`src/rtl/cfg_bridge_pkg.sv`:
```
package cfg_bridge_pkg;
    localparam int unsigned OFF_W  = 8;
    localparam int unsigned DATA_W = 8;
    localparam int unsigned FN_W   = 3;
    localparam int unsigned NPIN   = 4;
    localparam int unsigned IRQ_W  = 4;
    localparam int unsigned DEPTH  = 1 << OFF_W;

    localparam logic [OFF_W-1:0] CMD_OFF    = 8'h04;
    localparam logic [OFF_W-1:0] ALIAS_OFF  = 8'h40;
    localparam logic [OFF_W-1:0] FAST_OFF   = 8'h4F;
    localparam logic [OFF_W-1:0] STEER_BASE = 8'h60;
    localparam int unsigned      CTL_BIT    = 6;

    typedef enum logic [2:0] {
        WP_PLAIN, WP_DROP, WP_CMD, WP_ZERO, WP_CONST2, WP_TOGGLE
    } wpol_e;

    typedef enum logic {RD_IDLE, RD_HOLD} rd_state_e;

    function automatic logic [DATA_W-1:0] reset_byte(input logic [OFF_W-1:0] off);
        unique case (off)
            8'h00: reset_byte = 8'h86;
            8'h01: reset_byte = 8'h80;
            8'h02: reset_byte = 8'h84;
            8'h03: reset_byte = 8'h04;
            8'h04: reset_byte = 8'h07;
            8'h07: reset_byte = 8'h02;
            8'h08: reset_byte = 8'h03;
            8'h40: reset_byte = 8'h20;
            8'h42: reset_byte = 8'h04;
            8'h44: reset_byte = 8'h20;
            8'h45: reset_byte = 8'h10;
            8'h46: reset_byte = 8'h0F;
            8'h48: reset_byte = 8'h01;
            8'h49: reset_byte = 8'h10;
            8'h4A: reset_byte = 8'h10;
            8'h4B: reset_byte = 8'h0F;
            8'h4C: reset_byte = 8'h56;
            8'h4D: reset_byte = 8'h40;
            8'h4E: reset_byte = 8'h07;
            8'h4F: reset_byte = 8'h4F;
            8'h60, 8'h61, 8'h62, 8'h63: reset_byte = 8'h80;
            8'h80: reset_byte = 8'h78;
            8'hA0: reset_byte = 8'h08;
            8'hA8: reset_byte = 8'h0F;
            default: reset_byte = 8'h00;
        endcase
    endfunction

    function automatic wpol_e policy_of(input logic [OFF_W-1:0] off);
        if (off <= 8'h03 || (off >= 8'h08 && off <= 8'h4B))
            policy_of = WP_DROP;
        else if (off == CMD_OFF)
            policy_of = WP_CMD;
        else if (off == 8'h05 || off == 8'h06)
            policy_of = WP_ZERO;
        else if (off == 8'h07)
            policy_of = WP_CONST2;
        else if (off == FAST_OFF)
            policy_of = WP_TOGGLE;
        else
            policy_of = WP_PLAIN;
    endfunction
endpackage

```
`src/rtl/cfg_write_policy.sv`:
```
module cfg_write_policy
    import cfg_bridge_pkg::*;
(
    input  logic              wr_en,
    input  logic [FN_W-1:0]   acc_fn,
    input  logic [OFF_W-1:0]  acc_off,
    input  logic [DATA_W-1:0] wr_data,
    input  logic              cur_ctl_bit,
    output logic              commit,
    output logic [DATA_W-1:0] commit_data
);
    wpol_e pol;

    always_comb begin
        pol         = policy_of(acc_off);
        commit      = 1'b0;
        commit_data = wr_data;
        if (wr_en && acc_fn == '0) begin
            unique case (pol)
                WP_PLAIN:  commit = 1'b1;
                WP_DROP:   commit = 1'b0;
                WP_CMD: begin
                    commit      = 1'b1;
                    commit_data = (wr_data & 8'h08) | 8'h07;
                end
                WP_ZERO: begin
                    commit      = 1'b1;
                    commit_data = '0;
                end
                WP_CONST2: begin
                    commit      = 1'b1;
                    commit_data = 8'h02;
                end
                WP_TOGGLE: commit = (wr_data[CTL_BIT] != cur_ctl_bit);
                default:   commit = 1'b0;
            endcase
        end
    end
endmodule

```
`src/rtl/cfg_store.sv`:
```
module cfg_store
    import cfg_bridge_pkg::*;
#(
    parameter int unsigned DEPTH_P = DEPTH
) (
    input  logic              clk,
    input  logic              rst_n,
    input  logic              commit,
    input  logic [OFF_W-1:0]  waddr,
    input  logic [DATA_W-1:0] wdata,
    input  logic              rd_en,
    input  logic              rd_fn_ok,
    input  logic [OFF_W-1:0]  raddr,
    output logic [DATA_W-1:0] rd_data,
    output logic              fast_bit,
    output logic              alias_bit
);
    logic [DATA_W-1:0] mem [DEPTH_P];

    always_ff @(posedge clk) begin
        if (!rst_n) begin
            for (int i = 0; i < int'(DEPTH_P); i++)
                mem[i] <= reset_byte(OFF_W'(i));
        end else if (commit) begin
            mem[waddr] <= wdata;
        end
    end

    always_ff @(posedge clk) begin
        if (!rst_n)
            rd_data <= '0;
        else if (rd_en)
            rd_data <= rd_fn_ok ? mem[raddr] : '1;
    end

    assign fast_bit  = mem[FAST_OFF][CTL_BIT];
    assign alias_bit = mem[ALIAS_OFF][CTL_BIT];


    fn_read_ff_chk: assert property (@(posedge clk) disable iff (!rst_n)
        rd_en && !rd_fn_ok |=> rd_data == 8'hFF);
endmodule

```
`src/rtl/cfg_steer.sv`:
```
module cfg_steer
    import cfg_bridge_pkg::*;
(
    input  logic                  clk,
    input  logic                  rst_n,
    input  logic                  commit,
    input  logic [OFF_W-1:0]      waddr,
    input  logic                  dis_bit,
    input  logic [IRQ_W-1:0]      irq_val,
    output logic [NPIN-1:0]       steer_en,
    output logic [NPIN*IRQ_W-1:0] steer_irq
);
    for (genvar p = 0; p < int'(NPIN); p++) begin : g_pin
        localparam int K = ((p & 1) << 1) | ((p >> 1) & 1);
        localparam logic [OFF_W-1:0] MY_OFF = STEER_BASE + OFF_W'(K);
        logic hit;
        assign hit = commit && (waddr == MY_OFF);

        always_ff @(posedge clk) begin
            if (!rst_n) begin
                steer_en[p]                  <= 1'b0;
                steer_irq[p*IRQ_W +: IRQ_W]  <= '0;
            end else if (hit) begin
                steer_en[p]                  <= ~dis_bit;
                steer_irq[p*IRQ_W +: IRQ_W]  <= irq_val;
            end
        end


        steer_load_chk: assert property (@(posedge clk) disable iff (!rst_n)
            commit && waddr == MY_OFF |=> steer_en[p] == !$past(dis_bit));
    end
endmodule

```
`src/rtl/cfg_bridge_regs.sv`:
```
module cfg_bridge_regs
    import cfg_bridge_pkg::*;
(
    input  logic                  clk,
    input  logic                  rst_n,
    input  logic                  wr_en,
    input  logic                  rd_en,
    input  logic [FN_W-1:0]       acc_fn,
    input  logic [OFF_W-1:0]      acc_off,
    input  logic [DATA_W-1:0]     wr_data,
    output logic [DATA_W-1:0]     rd_data,
    output logic                  rd_valid,
    output logic [NPIN-1:0]       steer_en,
    output logic [NPIN*IRQ_W-1:0] steer_irq,
    output logic                  dma_alias_on,
    output logic                  fastport_on
);
    logic              commit;
    logic [DATA_W-1:0] commit_data;
    logic              fast_bit;
    logic              alias_bit;
    logic              fast_q;
    rd_state_e         rd_state, rd_next;

    cfg_write_policy u_policy (
        .wr_en       (wr_en),
        .acc_fn      (acc_fn),
        .acc_off     (acc_off),
        .wr_data     (wr_data),
        .cur_ctl_bit (fast_bit),
        .commit      (commit),
        .commit_data (commit_data)
    );

    cfg_store u_store (
        .clk       (clk),
        .rst_n     (rst_n),
        .commit    (commit),
        .waddr     (acc_off),
        .wdata     (commit_data),
        .rd_en     (rd_en),
        .rd_fn_ok  (acc_fn == '0),
        .raddr     (acc_off),
        .rd_data   (rd_data),
        .fast_bit  (fast_bit),
        .alias_bit (alias_bit)
    );

    cfg_steer u_steer (
        .clk       (clk),
        .rst_n     (rst_n),
        .commit    (commit),
        .waddr     (acc_off),
        .dis_bit   (commit_data[7]),
        .irq_val   (commit_data[IRQ_W-1:0]),
        .steer_en  (steer_en),
        .steer_irq (steer_irq)
    );

    always_ff @(posedge clk) begin
        if (!rst_n)
            fast_q <= reset_byte(FAST_OFF)[CTL_BIT];
        else if (commit && acc_off == FAST_OFF)
            fast_q <= commit_data[CTL_BIT];
    end

    always_ff @(posedge clk) begin
        if (!rst_n) rd_state <= RD_IDLE;
        else        rd_state <= rd_next;
    end

    always_comb begin
        unique case (rd_state)
            RD_IDLE: rd_next = rd_en ? RD_HOLD : RD_IDLE;
            RD_HOLD: rd_next = rd_en ? RD_HOLD : RD_IDLE;
            default: rd_next = RD_IDLE;
        endcase
    end

    always_comb begin
        rd_valid     = (rd_state == RD_HOLD);
        fastport_on  = fast_q;
        dma_alias_on = ~alias_bit;
    end


    fn_wr_ignored_chk: assert property (@(posedge clk) disable iff (!rst_n)
        wr_en && acc_fn != '0 |=> $stable(steer_en) && $stable(steer_irq) && $stable(fastport_on));

    fast_same_drop_chk: assert property (@(posedge clk) disable iff (!rst_n)
        wr_en && acc_fn == '0 && acc_off == FAST_OFF && wr_data[CTL_BIT] == fastport_on
        |=> $stable(fastport_on));

    fast_follow_chk: assert property (@(posedge clk) disable iff (!rst_n)
        wr_en && acc_fn == '0 && acc_off == FAST_OFF
        |=> fastport_on == $past(wr_data[CTL_BIT]));

    fast_no_steer_chk: assert property (@(posedge clk) disable iff (!rst_n)
        wr_en && acc_off == FAST_OFF |=> $stable(steer_en) && $stable(steer_irq));

    alias_fixed_chk: assert property (@(posedge clk) disable iff (!rst_n)
        wr_en |=> dma_alias_on);

    rd_valid_chk: assert property (@(posedge clk) disable iff (!rst_n)
        rd_en |=> rd_valid);
endmodule

```
`config.mk`:
```
export PLATFORM = sky130hd
export DESIGN_NAME = cfg_bridge_regs
export DESIGN_NICKNAME = d
export VERILOG_FILES = /design/src/rtl/cfg_bridge_pkg.sv /design/src/rtl/cfg_write_policy.sv /design/src/rtl/cfg_store.sv /design/src/rtl/cfg_steer.sv /design/src/rtl/cfg_bridge_regs.sv
export SDC_FILE = /design/constraint.sdc
export NUM_CORES = 2
export LEC_CHECK = 0
export BUFFER_PORTS_ARGS = -buffer_cell sky130_fd_sc_hd__buf_2
export CORE_ASPECT_RATIO = 0.8
export CORE_MARGIN = 3
export CORE_UTILIZATION = 55
export CTS_CLUSTER_SIZE = 10
export DETAILED_ROUTE_END_ITERATION = 8
export HOLD_SLACK_MARGIN = 0.1
export PLACE_DENSITY = 0.72
export SLEW_MARGIN = 10
export SYNTH_ARGS = -nofsm -noshare
export SYNTH_HDL_FRONTEND = slang
export SYNTH_SLANG_ARGS = --single-unit
```
`constraint.sdc`:
```
create_clock -name clk -period 3.7 [get_ports clk]
set_clock_uncertainty 0.2 [all_clocks]
set_input_delay 0.74 -clock clk [delete_from_list [all_inputs] [get_ports clk]]
set_output_delay 0.74 -clock clk [all_outputs]
set_load 0.1 [all_outputs]
```
== After elaboration in Yosys (flattened, before gate mapping) ==
Memories as Yosys holds them, arrays and structs flattened.
Cells that the tools add are included.

* Flip-flop bits (word level): 30
* Bits in writable memories: 2048
* Output and inout port bits: 31
* Word-level logic and storage cells: 79
* Memories: 1

{| class="wikitable"
|+ Memory list
! memory !! depth !! bits a word !! rd ports !! clocked after Yosys merged registers in !! wr ports !! line !! source
|-
| u_store.mem || 256 || 8 || 3 || 0 || 256 || cfg_store.sv:18 || <nowiki>logic [DATA_W-1:0] mem [DEPTH_P];</nowiki>
|}

* $lt $le $gt $ge: 3
* Equal/unequal tests: 14
* Multiplexer cells: 35
* Bitwise logic cells: 2
* Reduce and logical (&&, ||, !) cells: 13

{| class="wikitable"
|+ Operators by type and width
! operator !! number
|-
| 8-bit 2-to-1 mux || 21
|-
| 8-bit by 7-bit == test with 1-bit output, second input constant || 5
|-
| 8-bit by 3-bit == test with 1-bit output, second input constant || 4
|-
| 8-bit case mux with 3 select lines || 1
|-
| 3-bit 2-to-1 mux || 5
|-
| 8-bit by 4-bit greater-or-equal comparator with 1-bit output, second input constant || 1
|-
| 8-bit by 2-bit <= comparator with 1-bit output, second input constant || 1
|-
| 8-bit by 7-bit <= comparator with 1-bit output, second input constant || 1
|-
| 8-bit OR reduction || 1
|-
| 1-bit logical AND || 7
|-
| 1-bit 2-to-1 mux || 7
|-
| 3-bit by 2-bit == test with 1-bit output, second input constant || 2
|-
| 3-bit == test, second input constant || 2
|-
| 3-bit zero test || 2
|-
| 4-bit OR reduction || 1
|-
| 1-bit logical OR || 2
|-
| 1-bit NOT || 2
|-
| 1-bit case mux with 2 select lines || 1
|-
| 1-bit != test || 1
|}

== Depth between registers and ports, before layout ==
* Word-level depth: 15
* Mapped depth: 12
* Depth with buffers taken out: 7

== Modules after synthesis ==
A second synthesis with hierarchy kept.

* Cell total of the unflattened synthesis: 7278
* Area, all modules: 97647.4 um^2

{| class="wikitable"
|+ By module, submodules not included
! module !! instances !! cells each !! area each (um^2) !! seq. area each (um^2)
|-
| cfg_store || 1 || 7169 || 96522.6 || 61659.1
|-
| cfg_steer || 1 || 76 || 812.0 || 400.4
|-
| cfg_write_policy || 1 || 21 || 210.2 || 0.0
|-
| cfg_bridge_regs || 1 || 12 || 102.6 || 40.0
|}

== Least setup slack after synthesis ==
OpenSTA, ideal clock, no wires.

* Kind: input port to flip-flop
* Start point: in acc_off[1]
* End point: mem u_store.mem[100][0] (enable)
* Arrival time: 2.730 ns
* Data required time: 3.171 ns
* Setup slack: 0.441 ns
* Cell stages on the path: 10
* Path through: buf_2 buf_2 buf_2 buf_4 buf_2 buf_2 nor3_1 buf_2 nand2_1 nand2_1

{| class="wikitable"
|+ RTL lines
! what !! line !! source
|-
| start: declaration || cfg_bridge_regs.sv:9 || <nowiki>input logic [OFF_W-1:0] acc_off,</nowiki>
|-
| end: declaration || cfg_store.sv:18 ||
|}

== Worst setup path after layout ==
* Start point: in acc_off[0]
* End point: reg u_store.rd_data[7]

* Longest elaborated chain between the ends: 2

{| class="wikitable"
|+ RTL lines
! what !! line !! source
|-
| memory 256 x 8 bit || n/a ||
|-
| 8-bit 2-to-1 mux || cfg_store.sv:33 || <nowiki>rd_data <= rd_fn_ok ? mem[raddr] : '1;</nowiki>
|-
| end signal: assignment || cfg_store.sv:33 ||
|-
| end: declaration || cfg_store.sv:14 || <nowiki>output logic [DATA_W-1:0] rd_data,</nowiki>
|}

Every way passes these cells.
A chain may end at the register's enable or synchronous reset.

==> impl_metrics.py <==
metrics = {
    "power": {
        "power_switching_mw": 12.0,
        "power.internal_mw": 40.2,
        "finalPower_mw": 52.2,
        "seqPwrFrac_pct": 53.0,
        "p_comb_share_pct": 9.1,
        "peakVddDrop_mv": 0.391,
        "p_clk_share_pct": 37.9,
        "pwr_density_cell_nw_per_um2": 496,
        "static-leakage-power_nw": 38.0,
        "p_sw_share_pct": 22.9,
    },
    "synth": {
        "ys_seq_area_share_pct": 70.7,
        "synth_area_per_cell_um2": 15.5,
        "synth-async-reset-ratio_pct": 0,
        "synthDistinctLibCells": 66,
        "synth_edf_count": 2048,
        "synth_area_um2": 87800,
        "synthCells": 5653,
        "ys_seq_elements": 2078,
        "yosys_warnings": 0,
        "ys.flop_type": "edfxtp_1",
    },
    "timing": {
        "period_minus_slack_ns": 3.59,
        "setup_viol": 0,
        "drv_slew": 0,
        "worst_pin_slew_ns": 1.01,
        "rsz0062_at_grt": "no",
        "finalCritPeriodShare_pct": 97.0,
        "slew_headroom_pct": 32.6,
        "max_freq_ghz": 0.279,
        "hold_violations": 0,
        "timing.hold.ws_ns": 0.243,
    },
    "floorplanning": {
        "die-width_um": 453,
        "die_area_um2": 165000,
        "core_um2": 158000,
        "fp.dieH_um": 363,
        "rows": 130,
        "start_util_pct": 55.7,
        "ios": 54,
    },
    "setup_path": {
        "slowest_stage": "a31oi_2",
        "crit_arrival_ns": 4.14,
        "worst_r2r_startpoint": "u_store.mem[19][1]$_SDFFCE_PN0P_",
        "critPathRequiredTime_ns": 4.25,
        "crit_buf_inv": 5,
        "crit_end": "u_store.rd_data[7]$_SDFFE_PN0P_",
        "critPathTopFamily": "buffers and inverters",
        "reg2reg_setup_slack_ns": 0.38,
        "cp-end-kind": "register",
        "rr_endpoint": "u_store.rd_data[1]$_SDFFE_PN0P_",
        "slowest_delay_ns": 0.58,
        "crit_fanout": 24,
        "worstSetupStartpointType": "input port",
        "critical_path_depth": 12,
        "critPathMostFrequentCell": "buf_4",
        "crit_start": "acc_off[0]",
        "path_class": "input port to register",
        "worstPathCellList": "buf_8 > buf_12 > buf_4 > mux4_2 > nand3_1 > nand2_1 > a31oi_2 > buf_4 > nand4_1 > nor4_1 > buf_4 > o22ai_1",
        "r2r_cells": 8,
    },
    "placed_design": {
        "io_buffers": 53,
        "hpwlAfterDp_um": 184000,
        "dpl_cell_area_um2": 99100,
        "place.gp.congestion": 1.01,
    },
    "cells_and_area": {
        "syn_to_final_growth_pct": 19.9,
        "final_cell_mix": "edfxtp_1 (2,048), nor2_1 (1,449), buf_4 (617), conb_1 (607), mux4_2 (509)",
        "stdcell_area_um2": 105000,
        "layout_commonest_cell": "edfxtp_1",
        "nNetsFinal": 6931,
        "drive_above_1_share_pct": 24.7,
        "post-route-util_pct": 66.7,
    },
    "clocking": {
        "tritoncts": "built",
        "insertion_delay_ns": 0.85,
        "clockBufferDepth": 3,
        "cts-root-buf": "clkbuf_16",
        "numCtsBuffers": 226,
        "clk_pin_slew_ns": 0.06,
        "htree_levels": 4,
        "cts.sinks": 2078,
        "postCtsSetupBuffers": 0,
    },
    "routing": {
        "via_count": 56600,
        "drtPass1Iterations": 6,
        "ant_nets": 0,
        "via_per_inst": 6.23,
        "drt_first_iter_violations": 9374,
        "route.detailed.drc": 0,
        "wl_um": 267000,
        "wire_per_inst_um": 29.3,
    },
    "global_route": {
        "overflow": 0,
        "grt_pass1_wl_um": 385000,
        "grt_max_degree": 85,
        "antenna_found_initial": 11,
        "grt_pass1_vias": 55600,
        "track_usage_pct": 32.7,
    },
    "outcome": {
        "status": "finished, final reports clean",
    },
    "flow_run": {
        "max-cap-violations": 0,
    },
    "min_path": {
        "worstHoldPathType": "input port to register",
    },
}
==> worst min-delay path, stage by stage <==
cell and delay, ns:
buf_2 0.11, buf_4 0.20, and2_1 0.18
==> stage by stage <==
stage	instances	setup WS (ns)	setup TNS (ns)
after global placement	8791	-0.550	-1.41
after detailed placement	8791	-0.681	-1.66
after floorplan	6258	0.441	0
after global routing	9094	0.248	0
final	9099	0.111	0
after CTS	9091	0.172	0
==> flip-flops by register name, summed over array words and instances (netlist names) <==
signal             count
u_store.mem         2048
u_steer.steer_irq     16
fastport_on            1
u_store.rd_data        8
rd_valid               1
u_steer.steer_en       4
==> power groups by stage <==
stage	logic (mW)	registers, mW	clock network (mW)
floorplan	2.42	28.0	0
global placement	4.53	28.0	0
detailed placement	4.57	28.1	0
CTS	4.59	27.7	19.9
global route	4.87	27.8	20.8
finish	4.73	27.7	19.8
==> cells by family after synthesis <==
group | Yosys count | share of synthesized area, %
AO/OA/AOI/OAI | 307 | 2.36
flip-flops | 2078 | 70.7
buffers and inverters | 500 | 2.77
XOR/XNOR | 1 | 0.00998
other | 2 | 0.00855
multiplexers | 598 | 14.1
AND/OR/NAND/NOR | 2167 | 10.1
==> what timing repair did <==
action / in CTS / in global routing
hold endpoints to repair: 1 / 0
setup endpoints to repair: 0 / 1
gates resized for setup: 0 / 1
hold buffers: 1 / 0
==> synth_stat cells, drive strengths merged (3+ instances only) <==
cell | instances | area [um2]
a22o | 3 | 26.3
o22ai | 41 | 257
a32oi | 7 | 61.3
o32ai | 3 | 26.3
nor2b | 10 | 62.6
nor4 | 14 | 87.6
or3 | 5 | 31.3
a31oi | 26 | 163
mux2 | 5 | 56.3
o211ai | 12 | 90.1
o21ai | 43 | 215
o22a | 3 | 26.3
and2 | 9 | 56.3
o2111ai | 4 | 35.0
nand4 | 22 | 138
buf | 270 | 1570
nor3 | 31 | 170
a211o | 8 | 70.1
nor4bb | 3 | 30.0
a2111oi | 3 | 32.5
and4 | 4 | 35.0
a22oi | 62 | 465
dfxtp | 30 | 601
nand3 | 48 | 240
clkbuf | 148 | 556
and4b | 3 | 30.0
mux2i | 84 | 841
edfxtp | 2048 | 61500
a221oi | 11 | 96.3
a311oi | 3 | 32.5
inv | 81 | 304
nand2b | 12 | 75.1
o311ai | 3 | 26.3
o221ai | 3 | 26.3
mux4 | 509 | 11500
nor4b | 3 | 26.3
and3 | 19 | 119
nand2 | 507 | 2110
nor2 | 1467 | 5530
a21oi | 51 | 255
a211oi | 14 | 105
==> layout make-up <==
class                      count  area, um2
sequential                  2078      62100
fill                       10600      52500
multi-input combinational   3680      25700
timing repair buffer         840       8350
clock buffer                 289       6010
tap                         2112       2640
inverter                      82        313
clock inverter                10        135
antenna                        8       20.0
==> worst min path at each step <==
stage | start | to | slack, ns | depth (start not counted)
after floorplan | u_store.mem[249][7]$_SDFFCE_PN0P_ | u_store.rd_data[7]$_SDFFE_PN0P_ | 0.55 | 6
after global placement | u_steer.steer_irq[3]$_SDFFE_PN0P_ | u_steer.steer_irq[3]$_SDFFE_PN0P_ | 0.24 | 2
after detailed placement | u_steer.steer_irq[15]$_SDFFE_PN0P_ | u_steer.steer_irq[15]$_SDFFE_PN0P_ | 0.24 | 2
after CTS | rd_en | rd_valid$_SDFF_PN0_ | 0.19 | 3
after global routing | rd_en | rd_valid$_SDFF_PN0_ | 0.21 | 3
final | rd_en | rd_valid$_SDFF_PN0_ | 0.24 | 3
==> metal layers <==
metal  GRT usage [%]  up-vias  wire length, um
li1                -    23100                -
met1            45.0    28500            94900
met2            46.9     4346           116000
met3            12.3      708            41700
met4            14.6       10            13800
met5           0.376        -              140
Note: power is estimated with default switching activity, not from simulation.
